## src/rtl/retrig_oneshot.sv

```systemverilog
module retrig_oneshot #(
  parameter int CW   = 8,
  parameter int FILT = 2
) (
  input  logic          clk,
  input  logic          rst_n,
  input  logic          trg_lo_i,
  input  logic          trg_hi_i,
  input  logic          clr_n_i,
  input  logic [CW-1:0] width_i,
  output logic          pulse_o
);
  localparam int NIN = 3;
  localparam int FW  = (FILT > 1) ? $clog2(FILT) : 1;
  localparam logic [NIN-1:0] IDLE = 3'b101;

  logic [NIN-1:0] raw, s1, s2, filt, prev;
  logic [CW-1:0]  cnt;
  logic           q;
  logic           a_f, b_f, c_f, fire;

  assign raw = {clr_n_i, trg_hi_i, trg_lo_i};

  always_ff @(posedge clk or negedge rst_n)
    if (!rst_n) begin
      s1   <= IDLE;
      s2   <= IDLE;
      prev <= IDLE;
    end else begin
      s1   <= raw;
      s2   <= s1;
      prev <= filt;
    end

  for (genvar i = 0; i < NIN; i++) begin : g_flt
    logic [FW-1:0] fc;
    logic          fv;
    always_ff @(posedge clk or negedge rst_n)
      if (!rst_n) begin
        fc <= '0;
        fv <= IDLE[i];
      end else if (s2[i] == fv) begin
        fc <= '0;
      end else if (fc == FW'(FILT - 1)) begin
        fc <= '0;
        fv <= s2[i];
      end else begin
        fc <= fc + FW'(1);
      end
    assign filt[i] = fv;

    AST_FLT_HOLD: assert property (@(posedge clk) disable iff (!rst_n)
      (filt[i] != $past(filt[i])) |-> ($past(s2[i]) != $past(filt[i])));
  end

  assign a_f  = filt[0];
  assign b_f  = filt[1];
  assign c_f  = filt[2];
  assign fire = c_f & (( b_f & ~prev[1] & ~a_f)
                     | (~a_f &  prev[0] &  b_f)
                     | (~prev[2] & ~a_f & b_f));

  always_ff @(posedge clk or negedge rst_n)
    if (!rst_n) begin
      q   <= 1'b0;
      cnt <= '0;
    end else if (!c_f) begin
      q   <= 1'b0;
      cnt <= '0;
    end else if (fire) begin
      q   <= 1'b1;
      cnt <= width_i;
    end else if (q) begin
      if (cnt <= CW'(1)) begin
        q   <= 1'b0;
        cnt <= '0;
      end else begin
        cnt <= cnt - CW'(1);
      end
    end

  assign pulse_o = q;

  AST_CLR_KILLS: assert property (@(posedge clk) disable iff (!rst_n)
    !c_f |=> !pulse_o);
  AST_IDLE_HOLD: assert property (@(posedge clk) disable iff (!rst_n)
    (!pulse_o && !fire) |=> !pulse_o);
  AST_FIRE_LOAD: assert property (@(posedge clk) disable iff (!rst_n)
    fire |=> (pulse_o && cnt == $past(width_i)));
  AST_RETRIG_HOLD: assert property (@(posedge clk) disable iff (!rst_n)
    (pulse_o && fire) |=> pulse_o);
  AST_COUNT_STEP: assert property (@(posedge clk) disable iff (!rst_n)
    (pulse_o && !fire && c_f && cnt > CW'(1)) |=> (pulse_o && cnt == $past(cnt) - CW'(1)));
endmodule

```

## config.mk

```make
export PLATFORM = sky130hd
export DESIGN_NAME = retrig_oneshot
export DESIGN_NICKNAME = d
export VERILOG_FILES = /design/src/rtl/retrig_oneshot.sv
export SDC_FILE = /design/constraint.sdc
export NUM_CORES = 1
export LEC_CHECK = 0
export CORE_MARGIN = 2
export CORE_UTILIZATION = 50
export CTS_CLUSTER_DIAMETER = 80
export CTS_CLUSTER_SIZE = 20
export DETAILED_ROUTE_END_ITERATION = 10
export PLACE_DENSITY = 0.74
export SLEW_MARGIN = 5
export SYNTH_ARGS = -nofsm -noshare
export SYNTH_HDL_FRONTEND = slang
export SYNTH_SLANG_ARGS = --single-unit
```

## constraint.sdc

```tcl
create_clock -name clk -period 2.4 [get_ports clk]
set_input_delay 0.24 -clock clk [delete_from_list [all_inputs] [get_ports clk]]
set_output_delay 0.24 -clock clk [all_outputs]
set_load 0.03 [all_outputs]
```

Yosys cells after proc, flatten, opt, wreduce, memory -nomap -nowiden
Cells that the tools add are included.

Bits in registers: 24. Input bits: 13. Output and inout bits: 1. Logic and storage cells: 52.

Add/subtract/negate cells: 4. $lt $le $gt $ge: 1. Eq/ne operators: 4. Muxes and demuxes: 14. Bitwise operators: 15. Reduce and logical (&&, ||, !) cells: 3.

Operator list (count): 8-bit 2-to-1 mux (4); 1-bit 2-to-1 mux (10); 8-bit by 1-bit less-or-equal comparator with 1-bit output (second input constant) (1); 8-bit by 1-bit subtractor with 8-bit output (second input constant) (1); 1-bit AND (7); 1-bit inverter (6); 2-bit AND reduction (3); 1-bit adder (second input constant) (3); 1-bit equality test (3); 3-bit inequality test (second input constant) (1); 1-bit OR (2).

Longest topological paths before layout
Depth after elaboration: 8. Mapped depth: 6. Gate-level depth less buffers: 6.

Worst setup path before layout
OpenSTA, ideal clock, no wires.

Path kind: reg2reg. Start point: register cnt[2]. End point: register cnt[4]. Setup time: 0.121 ns. Arrival time: 1.694 ns. Data required time: 2.279 ns. Path slack: 0.585 ns. Stages on the path, launching flop included: 5. Path buffers: 0. Path through: dfrtp_1 -> or4_4 -> or3_4 -> a21o_1 -> a22o_1.

Word-level cells in the longest chain between the ends: 5. Elaborated cells on any way between the ends: 6.

RTL lines: start: declaration (line 18) `logic [CW-1:0] cnt;`; start signal: assignment (line 72) `cnt <= width_i;`; start signal: assignment (line 78) `cnt <= cnt - CW'(1);`; 8-bit by 1-bit subtractor with 8-bit output / 8-bit by 1-bit less-or-equal comparator with 1-bit output (equally long branches) (line 78, 74); 8-bit 2-to-1 mux * (line 74) `if (cnt <= CW'(1)) begin`; 8-bit 2-to-1 mux * (line 73) `end else if (q) begin`; 8-bit 2-to-1 mux * (line 70) `end else if (fire) begin`; 8-bit 2-to-1 mux * (line 67) `end else if (!c_f) begin`.

Every way passes the cells marked *; elsewhere a longest branch is shown, timed or not. The select of a mux whose other input is x is not followed. A chain may end at the register's enable or synchronous reset.

Final worst setup path
Ends and elaborated chain as after synthesis.

==> summary.md <==
| Metric | Value |
|---|---|
| I/O pin count | `14` |
| Die Y | `49.7 um` |
| Routed met3 length | `about 49 um` |
| Pleak | `0.557 nW` |
| Setup Skew | `0.00624 ns` |
| Mean cell area of the mapped netlist | `11.8 um^2` |
| Switching part of the total | `0.331` |
| Total Die Area | `2470 um^2` |
| Setup Total Neg Slack | `0 ns` |
| Met2 Wirelength | `964 um` |
| Top-area cell type share of the netlist area | `0.384` |
| Detailed-placement wirelength estimate | `1.37 mm` |
| Fraction of layout cells with a size suffix above 1 | `0.187` |
| Number of antenna diodes | `0` |
| Critical path class | `reg2reg` |
| Count of standard-cell rows | `16` |
| Number of clock sinks seen by CTS | `24` |
| Number of enable flip-flop cells after synthesis | `0` |
| Number of instances resized during post-cts repair | `0` |
| First-pass GRT wire length | `between 3 and 4 mm` |
| Clock power frac | `0.191` |
| Wirelength per Cell | `14.0 um` |
| Fraction of power consumed by sequential logic | `0.442` |
| Vias in the first global route | `a little under 800` |
| Unrepaired setup endpoints after global routing | `no` |
| Number of register bits inferred by synthesis | `24` |
| FILL cells | `approximately 170` |
| Max Fanout on Critical Path | `8` |
| Status | `finished clean` |
| Startpoint of the worst-slack reg-to-reg timing path | `cnt[2]$_DFFE_PN0P_` |
| Internal power of the cells | `1.00 mW` |
| Buffers added on ports | `13` |
| Clk buf depth | `2` |
| Sequential share of the synthesized area | `0.586` |
| Starting DRT DRC Count | `2` |
| CTS tree | `built` |
| Hold slack | `0.263 ns` |
| Overall track demand over capacity in global routing | `0.173` |
| Vias/cell | `5.60` |
| Maximum level of the CTS H-tree | `1` |
| Comb power frac | `0.367` |
| Cts-stage hold buffer count | `0` |
| Post-route fraction of the period consumed by the critical path | `0.793` |
| Cell variety after synth | `34` |
| Largest net degree at the start of global routing | `25` |
| Layout overhead on the synthesized area | `22.2%` |
| End of the worst register-to-register path | `cnt[4]$_DFFE_PN0P_` |
| DRC Markers | `0` |
| Class of the tightest hold or removal check | `in2async` |
| Max-slew violation total from the final report | `0` |
| Pin slew with the least headroom to its limit | `approximately 0.31 ns` |
| Top routing layer in use | `met4` |
| Number of nets still failing antenna checks after routing | `0` |
| Post-Syn Nets | `103` |
| Pwr Density | `approximately 1200 nW/um^2` |
| Top cells by area in the synthesized netlist | `dfrtp_1 38%, dfstp_2 20%, xnor2_1 3.4%` |
| Asr flop ratio synth | `1.00` |
| Cell area after synthesis | `approximately 1000 um^2` |
| Data arrival time of the worst path | `2.11 ns` |
| Gp weighted congestion | `about 0.89` |
| Most frequent cells in the layout | `16 x dfrtp_1, 13 x clkdlybuf4s50_1, 8 x dfstp_2` |
| Number of setup buffers added after CTS | `0` |
| Max VDD drop | `0.730 mV` |
| Highest Clock Rate | `525 MHz` |
| Total core area | `1960 um^2` |
| Latest clock arrival within the worst-skew pair | `0.31 ns` |
| Final core area utilization | `0.649` |
| Most common library cell in the layout ignoring fill and taps | `dfrtp_1` |
| Total global routing overflow | `0` |
| R2R setup slack | `between 0.4 and 0.5 ns` |
| Relative max-transition margin | `0.793` |
| Overall routed net length | `roughly 1.9 mm` |
| Wl on met1 | `850 um` |
| Initial Util | `0.531` |
| Final setup violation count | `0` |
| Cell type with the highest aggregate area in the netlist | `dfrtp_1` |
| Switching power | `497 uW` |
| DR vias | `750` |
| Sort of element at the end of the critical path | `flip-flop` |
| Number of instances in the synthesized netlist | `88` |
| Critical Path Start Type | `flip-flop` |
| Clock buffer count from CTS | `3` |
| R2R cell count | `4` |
| Antenna violations before repair | `0` |
| Clock slew seen by the registers of the worst setup and hold paths | `approximately 0.13 ns` |
| Horizontal die dimension | `49.7 um` |
| Total number of nets in the final design | `123` |
| CTS Root Buffer Type | `clkbuf_4` |
| 1st-pass router iterations | `4` |
| Predominant post-synthesis flop cell | `dfrtp_1` |
| Syn. warnings | `0` |
| Number of maximum-capacitance violations | `0` |
| Number of failing hold endpoints at the final stage | `0` |
| Min Clock Period, post-route | `1.90 ns` |
| Data required time at the worst endpoint | `approximately 2.6 ns` |
==> cell families (layout without fill, tap and decap cells) <==
family          Yosys count  after routing  synth area share
compound gates           18             18             0.125
xor+xnor                  4              4            0.0336
fa+ha+maj                 2              2            0.0240
buf+inv                   5             24            0.0180
flops                    24             24             0.586
mux                       4              4            0.0408
simple gates             31             31             0.173
==> cell usage after synthesis, drive strengths merged, types with 2 or more instances <==
cell type	n
dfrtp	16
dfstp	8
nand2	7
inv	5
nor2	5
o211ai	4
or4	4
xnor2	4
a21oi	3
or3	3
ha	2
mux2	2
mux2i	2
nand3	2
nor3	2
o21ai	2
or2	2
==> flip-flops by register name, indices dropped and copies added (netlist names) <==
register,flops
a_f,1
b_f,1
c_f,1
cnt,8
g_flt.fc,3
prev,3
pulse_o,1
s1,3
s2,3
==> cell type report <==
class | count | area, um^2 | share of cell area
timing repair buffer | 15 | 145 | 0.114
sequential | 24 | 611 | 0.479
tap | 27 | 33.8 | 0.0265
clock buffer | 3 | 22.5 | 0.0177
multi-input combinational | 59 | 413 | 0.324
clock inverter | 1 | 30.0 | 0.0236
inverter | 5 | 18.8 | 0.0147
==> power by group through the flow <==
| stage | clock network (mW) | logic (mW) | registers (mW) |
|---|---|---|---|
| 5_1_grt | 0.309 | 0.605 | 0.685 |
| 4_1_cts | 0.296 | 0.553 | 0.666 |
| 6_report | 0.288 | 0.551 | 0.664 |
| 3_5_place_dp | 0 | 0.547 | 0.672 |
| 2_1_floorplan | 0 | 0.418 | 0.648 |
| 3_3_place_gp | 0 | 0.536 | 0.666 |
==> routing by layer <==
metal  GRT usage  vias to the layer above
li1            -                      363
met1       0.194                      374
met2       0.307                       11
met3      0.0394                        2
met4      0.0787                        0
met5           0                        -
==> worst max-delay path, cell delays in order (launching register included) <==
cell and delay (ns):
dfrtp_1 0.47, or4_4 0.55, or3_4 0.43, a21o_1 0.17, a22o_1 0.19
==> worst max-delay path by stage <==
stage,cells past startpoint,start,slack [ns],endpoint
6_report,4,cnt[2]$_DFFE_PN0P_,0.50,cnt[4]$_DFFE_PN0P_
5_1_grt,4,cnt[2]$_DFFE_PN0P_,0.41,cnt[1]$_DFFE_PN0P_
4_1_cts,4,cnt[2]$_DFFE_PN0P_,0.50,cnt[4]$_DFFE_PN0P_
3_5_place_dp,4,cnt[2]$_DFFE_PN0P_,0.52,cnt[4]$_DFFE_PN0P_
3_3_place_gp,4,cnt[2]$_DFFE_PN0P_,0.55,cnt[1]$_DFFE_PN0P_
2_1_floorplan,4,cnt[2]$_DFFE_PN0P_,0.59,cnt[4]$_DFFE_PN0P_
==> through the flow <==
step                      cells  area [um^2]  total power [mW]  worst slack (ns)
final                       134         1270              1.50             0.497
after global placement      130         1220              1.20             0.546
after CTS                   134         1270              1.51             0.498
after detailed placement    130         1220              1.22             0.524
after floorplan              88         1040              1.07             0.585
after global routing        134         1270              1.60             0.414
Note: power is estimated with default switching activity, not from simulation.
